==> config.mk <==
export PLATFORM = sky130hd
export DESIGN_NAME = drv_mode_ctrl
export DESIGN_NICKNAME = d
export VERILOG_FILES = /design/src/rtl/drv_mode_pkg.sv /design/src/rtl/drv_sync.sv /design/src/rtl/drv_supply_filter.sv /design/src/rtl/drv_mode_fsm.sv /design/src/rtl/drv_cfg_regs.sv /design/src/rtl/drv_mode_ctrl.sv
export SDC_FILE = /design/constraint.sdc
export NUM_CORES = 1
export LEC_CHECK = 0
export ABC_AREA = 1
export CAP_MARGIN = 20
export CORE_ASPECT_RATIO = 1.5
export CORE_MARGIN = 2
export CORE_UTILIZATION = 48
export DETAILED_ROUTE_END_ITERATION = 8
export PLACE_DENSITY = 0.77
export SLEW_MARGIN = 10
export SYNTH_ARGS = -nofsm -noshare
export SYNTH_HDL_FRONTEND = slang
export SYNTH_SLANG_ARGS = --single-unit
==> constraint.sdc <==
create_clock -name clk -period 3.7 [get_ports clk]
set_clock_uncertainty 0.2 [all_clocks]
set_input_delay 0.555 -clock clk [delete_from_list [all_inputs] [get_ports clk]]
set_output_delay 0.555 -clock clk [all_outputs]
set_load 0.005 [all_outputs]
==> src/rtl/drv_mode_pkg.sv <==
package drv_mode_pkg;
  typedef enum logic [1:0] {
    MODE_OFF   = 2'b00,
    MODE_SLEEP = 2'b01,
    MODE_NORM  = 2'b10,
    MODE_DFLT  = 2'b11
  } mode_e;

  // Flag register, bit 6 down to bit 0
  typedef struct packed {
    logic       inp_or;
    logic       pwm_ctl;
    logic       ol_cur;
    logic [1:0] cc_on;
    logic [1:0] cc_pull;
  } flags_t;

  localparam flags_t FLAGS_RST = '{inp_or: 1'b1, pwm_ctl: 1'b0, ol_cur: 1'b1,
                                   cc_on: 2'b00, cc_pull: 2'b11};

  function automatic logic is_active(input mode_e m);
    return (m == MODE_NORM) || (m == MODE_DFLT);
  endfunction
endpackage

==> src/rtl/drv_sync.sv <==
module drv_sync #(
  parameter int W = 1
) (
  input  logic         clk,
  input  logic         rst_n,
  input  logic [W-1:0] d_i,
  output logic [W-1:0] q_o
);
  for (genvar i = 0; i < W; i++) begin : g_bit
    logic s1, s2;
    always_ff @(posedge clk or negedge rst_n) begin
      if (!rst_n) begin
        s1 <= 1'b0;
        s2 <= 1'b0;
      end else begin
        s1 <= d_i[i];
        s2 <= s1;
      end
    end
    assign q_o[i] = s2;
  end
endmodule

==> src/rtl/drv_supply_filter.sv <==
module drv_supply_filter #(
  parameter int FILT = 25
) (
  input  logic clk,
  input  logic rst_n,
  input  logic ok_i,
  output logic good_o
);
  localparam int CW = $clog2(FILT + 1);
  localparam logic [CW-1:0] LAST = CW'(FILT - 1);

  logic [CW-1:0] cnt_q;
  logic          lost_q;

  always_ff @(posedge clk or negedge rst_n) begin
    if (!rst_n) begin
      cnt_q  <= '0;
      lost_q <= 1'b1;
    end else if (ok_i) begin
      cnt_q  <= '0;
      lost_q <= 1'b0;
    end else if (!lost_q) begin
      if (cnt_q == LAST) lost_q <= 1'b1;
      else               cnt_q  <= cnt_q + 1'b1;
    end
  end

  assign good_o = !lost_q;
endmodule

==> src/rtl/drv_mode_fsm.sv <==
module drv_mode_fsm
  import drv_mode_pkg::*;
(
  input  logic  clk,
  input  logic  rst_n,
  input  logic  main_good_i,
  input  logic  logic_ok_i,
  input  logic  en_i,
  input  logic  dflt_i,
  output mode_e mode_o,
  output logic  por_o
);
  mode_e mode_q, mode_d;
  logic  por_q;

  always_comb begin
    if (!main_good_i)               mode_d = MODE_OFF;
    else if (!logic_ok_i || !en_i)  mode_d = MODE_SLEEP;
    else if (dflt_i)                mode_d = MODE_DFLT;
    else                            mode_d = MODE_NORM;
  end

  always_ff @(posedge clk or negedge rst_n) begin
    if (!rst_n) begin
      mode_q <= MODE_OFF;
      por_q  <= 1'b0;
    end else begin
      mode_q <= mode_d;
      por_q  <= !is_active(mode_q) && is_active(mode_d);
    end
  end

  assign mode_o = mode_q;
  assign por_o  = por_q;
endmodule

==> src/rtl/drv_cfg_regs.sv <==
module drv_cfg_regs
  import drv_mode_pkg::*;
#(
  parameter int NGD  = 6,
  parameter int NSW  = 4,
  parameter int DACW = 4,
  parameter int DW   = 8
) (
  input  logic            clk,
  input  logic            rst_n,
  input  logic            clr_i,
  input  logic            we_i,
  input  logic [1:0]      addr_i,
  input  logic [DW-1:0]   wdata_i,
  output logic [NGD-1:0]  gd_q,
  output logic [NSW-1:0]  sw_q,
  output flags_t          flags_q,
  output logic [DACW-1:0] dac0_q,
  output logic [DACW-1:0] dac1_q
);
  localparam int FW = $bits(flags_t);

  always_ff @(posedge clk or negedge rst_n) begin
    if (!rst_n) begin
      gd_q    <= '0;
      sw_q    <= '0;
      flags_q <= FLAGS_RST;
      dac0_q  <= '0;
      dac1_q  <= '0;
    end else if (clr_i) begin
      gd_q    <= '0;
      sw_q    <= '0;
      flags_q <= FLAGS_RST;
      dac0_q  <= '0;
      dac1_q  <= '0;
    end else if (we_i) begin
      unique case (addr_i)
        2'd0: gd_q    <= wdata_i[NGD-1:0];
        2'd1: sw_q    <= wdata_i[NSW-1:0];
        2'd2: flags_q <= flags_t'(wdata_i[FW-1:0]);
        2'd3: begin
          dac0_q <= wdata_i[DACW-1:0];
          dac1_q <= wdata_i[2*DACW-1:DACW];
        end
      endcase
    end
  end
endmodule

==> src/rtl/drv_mode_ctrl.sv <==
module drv_mode_ctrl
  import drv_mode_pkg::*;
#(
  parameter int NGD  = 6,
  parameter int NSW  = 4,
  parameter int DACW = 4,
  parameter int DW   = 8,
  parameter int FILT = 25
) (
  input  logic            clk,
  input  logic            rst_n,
  input  logic            main_ok_i,
  input  logic            logic_ok_i,
  input  logic            en_i,
  input  logic            dflt_i,
  input  logic [NGD-1:0]  pwm_i,
  input  logic            cfg_we_i,
  input  logic [1:0]      cfg_addr_i,
  input  logic [DW-1:0]   cfg_wdata_i,
  output logic [1:0]      mode_o,
  output logic            por_o,
  output logic [NGD-1:0]  gd_en_o,
  output logic [NSW-1:0]  sw_en_o,
  output logic [1:0]      cc_en_o,
  output logic [1:0]      cc_pull_o,
  output logic [DACW-1:0] cc_dac0_o,
  output logic [DACW-1:0] cc_dac1_o,
  output logic            ol_cur_o,
  output logic            pwm_ctl_o
);
  localparam int SW = 4 + NGD;

  logic [SW-1:0]   pins_s;
  logic            main_s, logic_s, en_s, dflt_s;
  logic [NGD-1:0]  pwm_s;
  logic            main_good;
  mode_e           mode;
  logic            por;
  logic [NGD-1:0]  gd_q;
  logic [NSW-1:0]  sw_q;
  flags_t          flags_q;
  logic [DACW-1:0] dac0_q, dac1_q;

  drv_sync #(.W(SW)) u_sync (
    .clk(clk), .rst_n(rst_n),
    .d_i({main_ok_i, logic_ok_i, en_i, dflt_i, pwm_i}),
    .q_o(pins_s)
  );
  assign {main_s, logic_s, en_s, dflt_s, pwm_s} = pins_s;

  drv_supply_filter #(.FILT(FILT)) u_filt (
    .clk(clk), .rst_n(rst_n), .ok_i(main_s), .good_o(main_good)
  );

  drv_mode_fsm u_fsm (
    .clk(clk), .rst_n(rst_n), .main_good_i(main_good),
    .logic_ok_i(logic_s), .en_i(en_s), .dflt_i(dflt_s),
    .mode_o(mode), .por_o(por)
  );

  drv_cfg_regs #(.NGD(NGD), .NSW(NSW), .DACW(DACW), .DW(DW)) u_regs (
    .clk(clk), .rst_n(rst_n), .clr_i(por),
    .we_i(cfg_we_i), .addr_i(cfg_addr_i), .wdata_i(cfg_wdata_i),
    .gd_q(gd_q), .sw_q(sw_q), .flags_q(flags_q),
    .dac0_q(dac0_q), .dac1_q(dac1_q)
  );

  // Output gating by mode
  always_comb begin
    gd_en_o   = '0;
    sw_en_o   = '0;
    cc_en_o   = '0;
    cc_pull_o = '0;
    cc_dac0_o = '0;
    cc_dac1_o = '0;
    ol_cur_o  = 1'b0;
    pwm_ctl_o = 1'b0;
    if (is_active(mode)) begin
      cc_pull_o = flags_q.cc_pull;
      cc_dac0_o = dac0_q;
      cc_dac1_o = dac1_q;
      ol_cur_o  = flags_q.ol_cur;
      pwm_ctl_o = flags_q.pwm_ctl;
    end
    if (mode == MODE_NORM) begin
      gd_en_o = gd_q | (flags_q.inp_or ? pwm_s : '0);
      sw_en_o = sw_q;
      cc_en_o = flags_q.cc_on;
    end else if (mode == MODE_DFLT) begin
      gd_en_o = pwm_s;
    end
  end

  assign mode_o = mode;
  assign por_o  = por;
endmodule

==> summary.md, run 1 <==
| Metric | Value |
|---|---|
| Setup TNS Final | 0 ps |
| Initial antenna violation count | 0 |
| Die Y | 87.4 um |
| Netlist cell types | 23 |
| Top cell type's share of synthesized area | 0.551 |
| Crit Reg-Reg Endpoint | u_regs.gd_q[4] |
| Drt total wl | 4200 um |
| Critical path buffers and inverters | 1 |
| Initial drt markers | between 70 and 80 |
| H-tree lvl count | 2 |
| Endpoints failing setup | 0 |
| Nets | 322 |
| Largest delay contributor family on the critical path | flip-flops |
| PwrDens | 403 nW/um2 |
| CTS tree | done |
| Routed via count | 1690 |
| Worst reg2reg setup slack | 2000 ps |
| Die area | 5210 um2 |
| Post-Syn Instances | 245 |
| Worst Tran Pin Value | 517 ps |
| Total power draw | 1.14 mW |
| Critical-path top delay cell | dfrtp_1 |
| Deepest clock path buffer count | 2 |
| Cell count after placement | 338 |
| Peak supply drop | 0.296 mV |
| # hold bufs at CTS | 0 |
| Syn-to-layout area delta | 27.4% |
| Lkg Pwr | 1.45 nW |
| CTS root buf | clkbuf_8 |
| Slowest stage delay, CP | 650 ps |
| Sink Count | between 50 and 60 |
| First-pass GRT wire length | 7260 um |
| Initial Util | 0.494 |
| Most frequent cell after synthesis | nand2_1 |
| DR DRC count | 0 |
| Place WS | 1140 ps |
| Critical Path End Type | output port |
| Final Cycle Share | 0.785 |
| RSZ-0062 raised after global routing | no |
| Maxcap violations | 0 |
| Slew HR | 0.655 |
| Min setup slack post-route | 795 ps |
| Post-synth top cells | 57 x nand2_1, 50 x inv_1, 49 x dfrtp_1, 21 x nor2_1, 14 x nand3_1 |
| Layout Cells excl Fill | 346 |
| Mapped Area | 2220 um2 |
| Worst r2r path cells | 4 |
| Drt first pass iters | 5 |
| RR Startpoint | u_fsm.por_o |
| Final min period | 2910 ps |
| Antenna-violating nets left | 0 |
| Fmax | around 340 MHz |
| Pin count of the biggest net entering global routing | 32 |
| Worst-path clk slew | around 90 ps |
| Number of global-route vias before repair | about 1700 |
| Crit-path cells | nand2_1 -> o22ai_1 -> clkdlybuf4s50_1 |
| Top FF cell, synth | dfrtp_1 |
| Antenna fix cells | 0 |
| FP Rows | 30 |
| Number of port buffers | 49 |
| CP Max Fanout | 16 |
| EDFF count, synth | 0 |
| Post-DP Area | 2740 um2 |
| Yosys reg bits | 54 |
| Syn. warnings | 0 |
| Crit path required time | 2940 ps |
| Worst-Skew Late Latency | 300 ps |
| Mapped Nets | between 200 and 300 |
| HPWL Detailed | 3060 um |
| Top-level I/O count | 50 |
| Crit path kind | reg2out |
| Asr flop ratio synth | 1.00 |
| Status | finished, final reports clean |
| Post-CTS Resized | 0 |
| Final Cell Area | 2830 um2 |
| Die width | 59.6 um |
| Vias per cell | 4.88 |
| Layout cells sized above 1 | 0.0940 |
| Hold crit path type | in2async |
| Avg WL per Cell | between 10 and 15 um |
| Hold Vio Cnt, Final | 0 |
| Post-synth top area cell | dfrtp_1 |
| Post-CTS Setup Repair Bufs | 0 |
| GR Overflow Total | 0 |
| Startpoint class of the critical path | register |
| Mapped Avg Cell Area | 9.08 um2 |
| Core area | 4500 um2 |
| Total track usage | 0.187 |
| Register area share after synthesis | 0.610 |
| CP arrival | 2150 ps |
| Fill cells | 379 |
| Num CTS Buffers | 5 |
| Placer Congestion | 0.805 |
| Synth top area cells | dfrtp_1 55%, nand2_1 9.6%, inv_1 8.4% |
| Fin. max-slew vios | 0 |
-- routing by layer --
metal / part of all wire / vias to the layer above / GRT usage
met2: 0.52 / 51 / 0.311
met1: 0.40 / 778 / 0.217
li1: - / 848 / -
met5: 0 / - / 0
met4: 0.030 / 0 / 0.0970
met3: 0.053 / 13 / 0.0490
-- sequential cells by signal (all words and copies together) (netlist names) --
register and flops:
u_sync.g_bit.s1 10, u_sync.g_bit.s2 10, u_regs.flags_q 7, u_regs.gd_q 6, u_filt.cnt_q 5, u_regs.dac0_q 4, u_regs.dac1_q 4, u_regs.sw_q 4
u_fsm.mode_o 2, u_filt.lost_q 1, u_fsm.por_o 1
-- through the flow --
stage	hold slack, ps	util
2_1_floorplan	59.4	-
3_3_place_gp	132	0.609
3_5_place_dp	135	0.609
4_1_cts	25.0	0.629
5_1_grt	53.2	0.629
6_report	8.86	0.629
-- worst register-to-register path, cell delays in order (launching register included) --
cell and delay (ps):
dfrtp_1 500, inv_1 400, nand2_2 280, nand2_1 140
o21ai_2 60
-- cell type report --
class	count	area (um2)	area share
Sequential cell	54	1360	0.479
Multi-Input combinational cell	134	637	0.225
Timing Repair Buffer	50	493	0.174
Inverter	52	195	0.0689
Clock buffer	7	86.3	0.0305
Tap cell	48	60.1	0.0212
Clock inverter	1	5.00	0.00177
-- worst max path at each step --
stage | start | to | slack (ps) | cells past startpoint
2_1_floorplan | u_fsm.mode_o[1] | gd_en_o[1] | 2100 | 3
3_3_place_gp | u_fsm.mode_o[1] | gd_en_o[5] | 1190 | 3
3_5_place_dp | u_fsm.mode_o[1] | gd_en_o[5] | 1140 | 3
4_1_cts | u_fsm.mode_o[1] | gd_en_o[5] | 790 | 3
5_1_grt | u_fsm.mode_o[1] | gd_en_o[5] | 680 | 3
6_report | u_fsm.mode_o[1] | gd_en_o[5] | 790 | 3
-- cells in the final DEF (no fill, tap or decap), types with 2 or more instances in the layout --
cell | synthesis | final
nand2_1 | 57 | 57
inv_1 | 50 | 50
dfrtp_1 | 49 | 49
clkdlybuf4s50_1 | 0 | 48
nor2_1 | 21 | 21
nand3_1 | 14 | 14
o21ai_0 | 11 | 11
o22ai_1 | 6 | 6
o21ai_2 | 6 | 6
clkbuf_8 | 0 | 6
dfstp_2 | 5 | 5
o21ai_1 | 4 | 4
nand2_2 | 3 | 3
nor3_1 | 2 | 2
nand3_2 | 2 | 2
inv_2 | 2 | 2
a21oi_1 | 2 | 2
nand4_1 | 2 | 2
ha_1 | 2 | 2
-- logic make-up after synthesis --
family                   after synthesis  synth area share
adder cells (fa/ha/maj)                2            0.0112
AND/OR/NAND/NOR                      103             0.196
AO/OA/AOI/OAI                         29            0.0787
buffers and inverters                 57             0.103
flip-flops                            54             0.610
-- power by group --
group | internal (mW) | total (mW) | switching (mW)
Clock | 0.151 | 0.329 | 0.178
Sequential | 0.641 | 0.664 | 0.0233
Combinational | 0.0691 | 0.148 | 0.0790
Total | 0.861 | 1.14 | 0.280
No activity file was read; power rests on OpenSTA's default activity.
==> run 2, diff against run 1 <==
--- a/config.mk
+++ b/config.mk
@@ -9,9 +9,9 @@
 export CAP_MARGIN = 20
 export CORE_ASPECT_RATIO = 1.5
 export CORE_MARGIN = 2
-export CORE_UTILIZATION = 48
+export CORE_UTILIZATION = 45
 export DETAILED_ROUTE_END_ITERATION = 8
-export PLACE_DENSITY = 0.77
+export PLACE_DENSITY = 0.75
 export SLEW_MARGIN = 10
 export SYNTH_ARGS = -nofsm -noshare
 export SYNTH_HDL_FRONTEND = slang
==> constraint.sdc (replaced) <==
create_clock -name clk -period 2.56 [get_ports clk]
set_clock_uncertainty 0.2 [all_clocks]
set_input_delay 0.384 -clock clk [delete_from_list [all_inputs] [get_ports clk]]
set_output_delay 0.384 -clock clk [all_outputs]
set_load 0.005 [all_outputs]
==> summary.md, run 2 (synthesis results as in run 1) <==
| Metric | Value |
|---|---|
| Initial drt markers | 49 |
| CTS tree | done |
| Sink Count | 54 |
| Die width | just over 60 um |
| Layout Cells excl Fill | 366 |
| FP Rows | 31 |
| Initial antenna violation count | 0 |
| PwrDens | 583 nW/um2 |
| Num CTS Buffers | 5 |
| Top Metal Used | met4 |
| Routed via count | 1667 |
| Slew HR | 0.559 |
| Die area | 5530 um2 |
| Commonest non-fill, non-tap cell in the layout | nand2_1 |
| Syn-to-layout area delta | 29.5% |
| Fin. max-slew vios | 0 |
| Pin count of the biggest net entering global routing | 55 |
| Peak supply drop | around 0.48 mV |
| Cell count after placement | 357 |
| CP Max Fanout | 12 |
| Crit path kind | reg2out |
| Fmax | around 410 MHz |
| CTS root buf | clkbuf_8 |
| # hold bufs at CTS | 1 |
| GR Overflow Total | 0 |
| Maxcap violations | 0 |
| Met1 WL | 1720 um |
| Min setup slack post-route | ~140 ps |
| Worst Tran Pin Value | 662 ps |
| Vias per cell | about 4.6 |
| Initial Util | 0.463 |
| Final Cycle Share | 0.944 |
| Worst-Skew Late Latency | 310 ps |
| Die Y | 90.1 um |
| Layout cells sized above 1 | 0.100 |
| Total track usage | 0.164 |
| Worst-path clk slew | ~110 ps |
| Number of port buffers | 49 |
| Largest delay contributor family on the critical path | buffers and inverters |
| Lkg Pwr | 1.46 nW |
| Deepest clock path buffer count | 2 |
| Drt first pass iters | 4 |
| Final min period | around 2400 ps |
| Critical Path End Type | output port |
| Endpoints failing setup | 0 |
| RSZ-0062 raised after global routing | no |
| Critical-path top delay cell | clkdlybuf4s50_1 |
| Placer Congestion | 0.768 |
| Antenna fix cells | 0 |
| HPWL Detailed | 3070 um |
| Hold Vio Cnt, Final | 0 |
| Crit-path cells | inv_1 -> nand2_1 -> o22ai_1 -> clkdlybuf4s50_1 |
| CP arrival | 1830 ps |
| Met2 wire len | 2240 um |
| First-pass GRT wire length | 6910 um |
| Commonest cells after routing, fill and taps aside | 57 x nand2_1, 50 x inv_1, 49 x dfrtp_1 |
| Post-CTS Setup Repair Bufs | 0 |
| Hold crit path type | reg2reg |
| Top-level I/O count | 50 |
| Antenna-violating nets left | 0 |
| Setup TNS Final | 0 ps |
| Nets | 324 |
| Startpoint class of the critical path | register |
| Drt total wl | 4190 um |
| H-tree lvl count | 2 |
| Core area | 4810 um2 |
| Slowest stage delay, CP | about 540 ps |
| Number of global-route vias before repair | 1608 |
| DR DRC count | 0 |
| Metal3 WL | ~190 um |
| Largest registers | u_sync.g_bit.s1 (10), u_sync.g_bit.s2 (10), u_regs.flags_q (7) |
| Place WS | between 500 and 600 ps |
| Post-CTS Resized | 0 |
| Critical path buffers and inverters | 2 |
| Avg WL per Cell | 11.4 um |
| Status | finished, final reports clean |
| Crit path required time | ~2000 ps |
## run 2: changes by cell type in the layout (fill, tap and decap cells not counted)
cell           before  now
clkbuf_1            1    0
clkinv_4            0    1
clkinv_2            1    0
clkbuf_8            6    5
buf_4               1    2
dlygate4sd3_1       0    1
inv_6               0    1
inv_8               0    1
## run 2: report_power, final
part / internal, mW / leakage (nW) / total, mW / switching, mW
combinational: 0.102 / 0.747 / 0.220 / 0.118
clock: 0.205 / 0.0506 / 0.504 / 0.299
sequential: 0.927 / 0.660 / 0.957 / 0.0300
total: 1.23 / 1.46 / 1.68 / 0.447
## run 2: layout make-up
type / count / area (um2)
inverters: 52 / 195
clock buffers: 5 / 68.8
flip-flops and latches: 54 / 1360
repair buffers: 52 / 510
clock inverters: 3 / 28.8
fillers: 432 / 1930
multi-input cells: 134 / 637
well taps: 66 / 82.6
## run 2: metal layers
| layer | global-route usage | up-vias |
|---|---|---|
| met5 | 0 | - |
| met2 | 0.288 | 39 |
| li1 | - | 848 |
| met4 | 0.0585 | 0 |
| met1 | 0.186 | 775 |
| met3 | 0.0345 | 5 |
## run 2: stage by stage
stage               hold WS [ps]   util  instance area (um2)  total power [mW]
finish                       156  0.599                 2880              1.68
global placement             132  0.576                 2770              1.19
global route                 165  0.599                 2880              1.76
CTS                          159  0.599                 2880              1.70
floorplan                   -112      -                 2220              1.08
detailed placement           135  0.576                 2770              1.20
## run 2: path summary, 6_finish.rpt
check                                   startpoint            endpoint  slack (ps)  depth (start not counted)
min in group asynchronous                    rst_n      u_regs.gd_q[3]         510                          3
worst max register to register         u_fsm.por_o      u_regs.gd_q[0]         860                          4
max in group asynchronous                    rst_n  u_sync.g_bit[9].s2        1210                          3
worst max-delay path               u_fsm.mode_o[0]          gd_en_o[3]         140                          4
worst min register to register  u_sync.g_bit[1].s1  u_sync.g_bit[1].s2         160                          0
worst min-delay path            u_sync.g_bit[1].s1  u_sync.g_bit[1].s2         160                          0
==> run 3, diff against run 2 <==
--- a/config.mk
+++ b/config.mk
@@ -9,10 +9,12 @@
 export CAP_MARGIN = 20
 export CORE_ASPECT_RATIO = 1.5
 export CORE_MARGIN = 2
-export CORE_UTILIZATION = 45
+export CORE_UTILIZATION = 46
 export DETAILED_ROUTE_END_ITERATION = 8
-export PLACE_DENSITY = 0.75
+export GPL_TIMING_DRIVEN = 0
+export PLACE_DENSITY_LB_ADDON = 0.1
 export SLEW_MARGIN = 10
 export SYNTH_ARGS = -nofsm -noshare
 export SYNTH_HDL_FRONTEND = slang
+export SYNTH_HIERARCHICAL = 1
 export SYNTH_SLANG_ARGS = --single-unit
==> summary.md, run 3 <==
| Metric | Value |
|---|---|
| Worst reg2reg setup slack | 1120 ps |
| Post-CTS Setup Repair Bufs | 0 |
| Top Metal Used | met4 |
| Critical-path top delay cell | dfrtp_1 |
| Cell depth of the worst setup path | 5 |
| Syn. warnings | 6 |
| Final hold slack | 141 ps |
| Fin. max-slew vios | 0 |
| Avg WL per Cell | between 10 and 15 um |
| Sink Count | 54 |
| Antenna-violating nets left | 0 |
| Die area | 6010 um2 |
| Core area | 5160 um2 |
| Syn-to-layout area delta | 28.6% |
| CTS tree | done |
| Crit path required time | 1980 ps |
| EDFF count, synth | 0 |
| Register area share after synthesis | 0.547 |
| Crit-path cells | inv_2 -> nor2_4 -> inv_2 -> nor2_1 -> clkdlybuf4s50_1 |
| Internal power | 1.34 mW |
| Die Y | 93.9 um |
| Yosys reg bits | 54 |
| Hold Vio Cnt, Final | 0 |
| Most frequent cell after synthesis | nand2_1 |
| Slowest stage delay, CP | around 530 ps |
| Critical Path Most Common Cell | inv_2 |
| FP Rows | 32 |
| Number of port buffers | 48 |
| Critical path buffers and inverters | 3 |
| Placer Congestion | 0.795 |
| Mapped Area | 2480 um2 |
| Pin count of the biggest net entering global routing | 34 |
| Met1 WL | 1940 um |
| Hold path start | cfg_addr_i[0] |
| Largest registers | u_sync/g_bit.s1 (10), u_sync/g_bit.s2 (10), u_regs/flags_q (7) |
| Combinational share of power | 0.135 |
| Total power draw | roughly 1.8 mW |
| Worst r2r path cells | 8 |
| Layout Cells excl Fill | 419 |
| DR DRC count | 0 |
| Clock network power share | 0.327 |
| Top cell type's share of synthesized area | 0.494 |
| Critical Path End Type | output port |
| Drt first pass iters | 4 |
| RR Startpoint | u_filt/cnt_q[0] |
| Final Cycle Share | 0.922 |
| Nets | 375 |
| Setup TNS Final | 0 ps |
| Lkg Pwr | 1.68 nW |
| Initial Util | 0.480 |
| Netlist cell types | 23 |
| Antenna fix cells | 0 |
| Top FF cell, synth | dfrtp_1 |
| Endpoints failing setup | 0 |
| Post-synth top cells | 101 x nand2_1, 49 x dfrtp_1, 43 x inv_1, 33 x nand3_1, 17 x nor2_1 |
| Cell count after placement | 410 |
| Initial antenna violation count | 0 |
| Commonest non-fill, non-tap cell in the layout | nand2_1 |
| Peak supply drop | 0.517 mV |
| Worst Tran Pin Value | 513 ps |
| Hold endpoint | u_regs/sw_q[2] |
| Vias per cell | 4.62 |
| # hold bufs at CTS | 1 |
| Fmax | 424 MHz |
| Largest delay contributor family on the critical path | buffers and inverters |
| CTS root buf | clkbuf_8 |
| Drt total wl | 4640 um |
| RSZ-0062 raised after global routing | no |
| Top-level I/O count | 50 |
| Crit Reg-Reg Endpoint | u_filt/cnt_q[3] |
| Hold crit path type | in2reg |
| CP Max Fanout | 7 |
| Final min period | around 2400 ps |
| H-tree lvl count | 2 |
| First-pass GRT wire length | 8440 um |
| Initial drt markers | 66 |
| Register share of total power | 0.538 |
| Commonest cells after routing, fill and taps aside | 101 x nand2_1, 49 x dfrtp_1, 47 x clkdlybuf4s50_1 |
| CP arrival | ~1800 ps |
| Mapped Avg Cell Area | 8.46 um2 |
| Status | finished, final reports clean |
| Layout cells sized above 1 | 0.145 |
| Die width | 64.0 um |
| Sw Share | 0.251 |
| Synth top area cells | dfrtp_1 49%, nand2_1 15%, nand3_1 6.7% |
| Worst-path clk slew | 100 ps |
| Post-CTS Resized | 0 |
| Maxcap violations | 0 |
| Asr flop ratio synth | 1.00 |
| Startpoint class of the critical path | register |
| Routed via count | 1937 |
| Hold depth | 3 |
| Mapped Nets | 318 |
| HPWL Detailed | 3500 um |
| PwrDens | 563 nW/um2 |
| Crit path kind | reg2out |
| Slew HR | 0.658 |
| Net switching power | ~0.45 mW |
| Worst-Skew Late Latency | 300 ps |
| Post-synth top area cell | dfrtp_1 |
| Metal3 WL | 196 um |
| GR Overflow Total | 0 |
| Deepest clock path buffer count | 2 |
| Total track usage | 0.181 |
| Final Util | 0.617 |
| Met2 wire len | about 2400 um |
| Num CTS Buffers | 5 |
| Post-Syn Instances | 293 |
| Number of global-route vias before repair | between 1500 and 2000 |
## run 3: changes by cell type after synthesis, sizes merged, moves of 2 or more
cell,previous run,this run
a21oi,2,0
inv,52,48
buf,4,16
nand2,60,104
nor2,21,19
nand3,16,39
o22ai,6,0
o21ai,21,5
## run 3: logic make-up (layout without fill, tap and decap cells)
family,Yosys count,in the layout,share of synthesized area
adder cells (fa/ha/maj),2,2,0.0101
flip-flops,54,54,0.547
AND/OR/NAND/NOR,167,167,0.309
AO/OA/AOI/OAI,5,5,0.0101
buffers and inverters,65,123,0.123
## run 3: area by class of cell
type | count | area (um2)
Clock buffer | 5 | 68.8
Timing Repair Buffer | 50 | 505
Inverter | 49 | 189
Multi-Input combinational cell | 174 | 817
Sequential cell | 54 | 1360
Tap cell | 68 | 85.1
Buffer | 16 | 116
Fill cell | 480 | 1980
Clock inverter | 3 | 48.8
## run 3: worst max path at each step
stage / slack [ps] / startpoint / end
global route: 20 / u_fsm/mode_o[1] / sw_en_o[1]
finish: 200 / u_fsm/mode_o[1] / sw_en_o[1]
global placement: -670 / rst_n / u_regs/sw_q[3]
CTS: 160 / u_fsm/mode_o[1] / sw_en_o[0]
detailed placement: 520 / u_fsm/mode_o[1] / sw_en_o[0]
floorplan: 1160 / u_fsm/mode_o[1] / cc_en_o[0]
## run 3: worst reg2reg max path: cells and delay by family (launching register included)
kind | cells | cell delay, ps
buffers and inverters | 2 | 160
and+or+nand+nor | 4 | 320
DFF | 1 | 440
AOI/OAI and AO/OA | 1 | 70
adders and majority gates | 1 | 170
## run 3: layer usage
metal / vias to the layer above / global-route usage
met3: 6 / 0.0312
met2: 48 / 0.326
li1: 981 / -
met1: 902 / 0.210
met4: 0 / 0.0725
met5: - / 0
## run 3: through the flow
| step | instance area [um2] | setup WS [ps] |
|---|---|---|
| final | 3190 | 199 |
| after detailed placement | 3060 | 519 |
| after global placement | 3050 | -672 |
| after floorplan | 2480 | 1160 |
| after global routing | 3190 | 20.3 |
| after CTS | 3190 | 165 |
## run 3: power groups by stage
| stage | registers [mW] | clock network (mW) | logic, mW |
|---|---|---|---|
| 6_report | 0.966 | 0.587 | 0.243 |
| 4_1_cts | 0.967 | 0.607 | 0.248 |
| 3_3_place_gp | 0.982 | 0 | 0.238 |
| 2_1_floorplan | 0.971 | 0 | 0.134 |
| 3_5_place_dp | 0.983 | 0 | 0.245 |
| 5_1_grt | 0.975 | 0.642 | 0.281 |
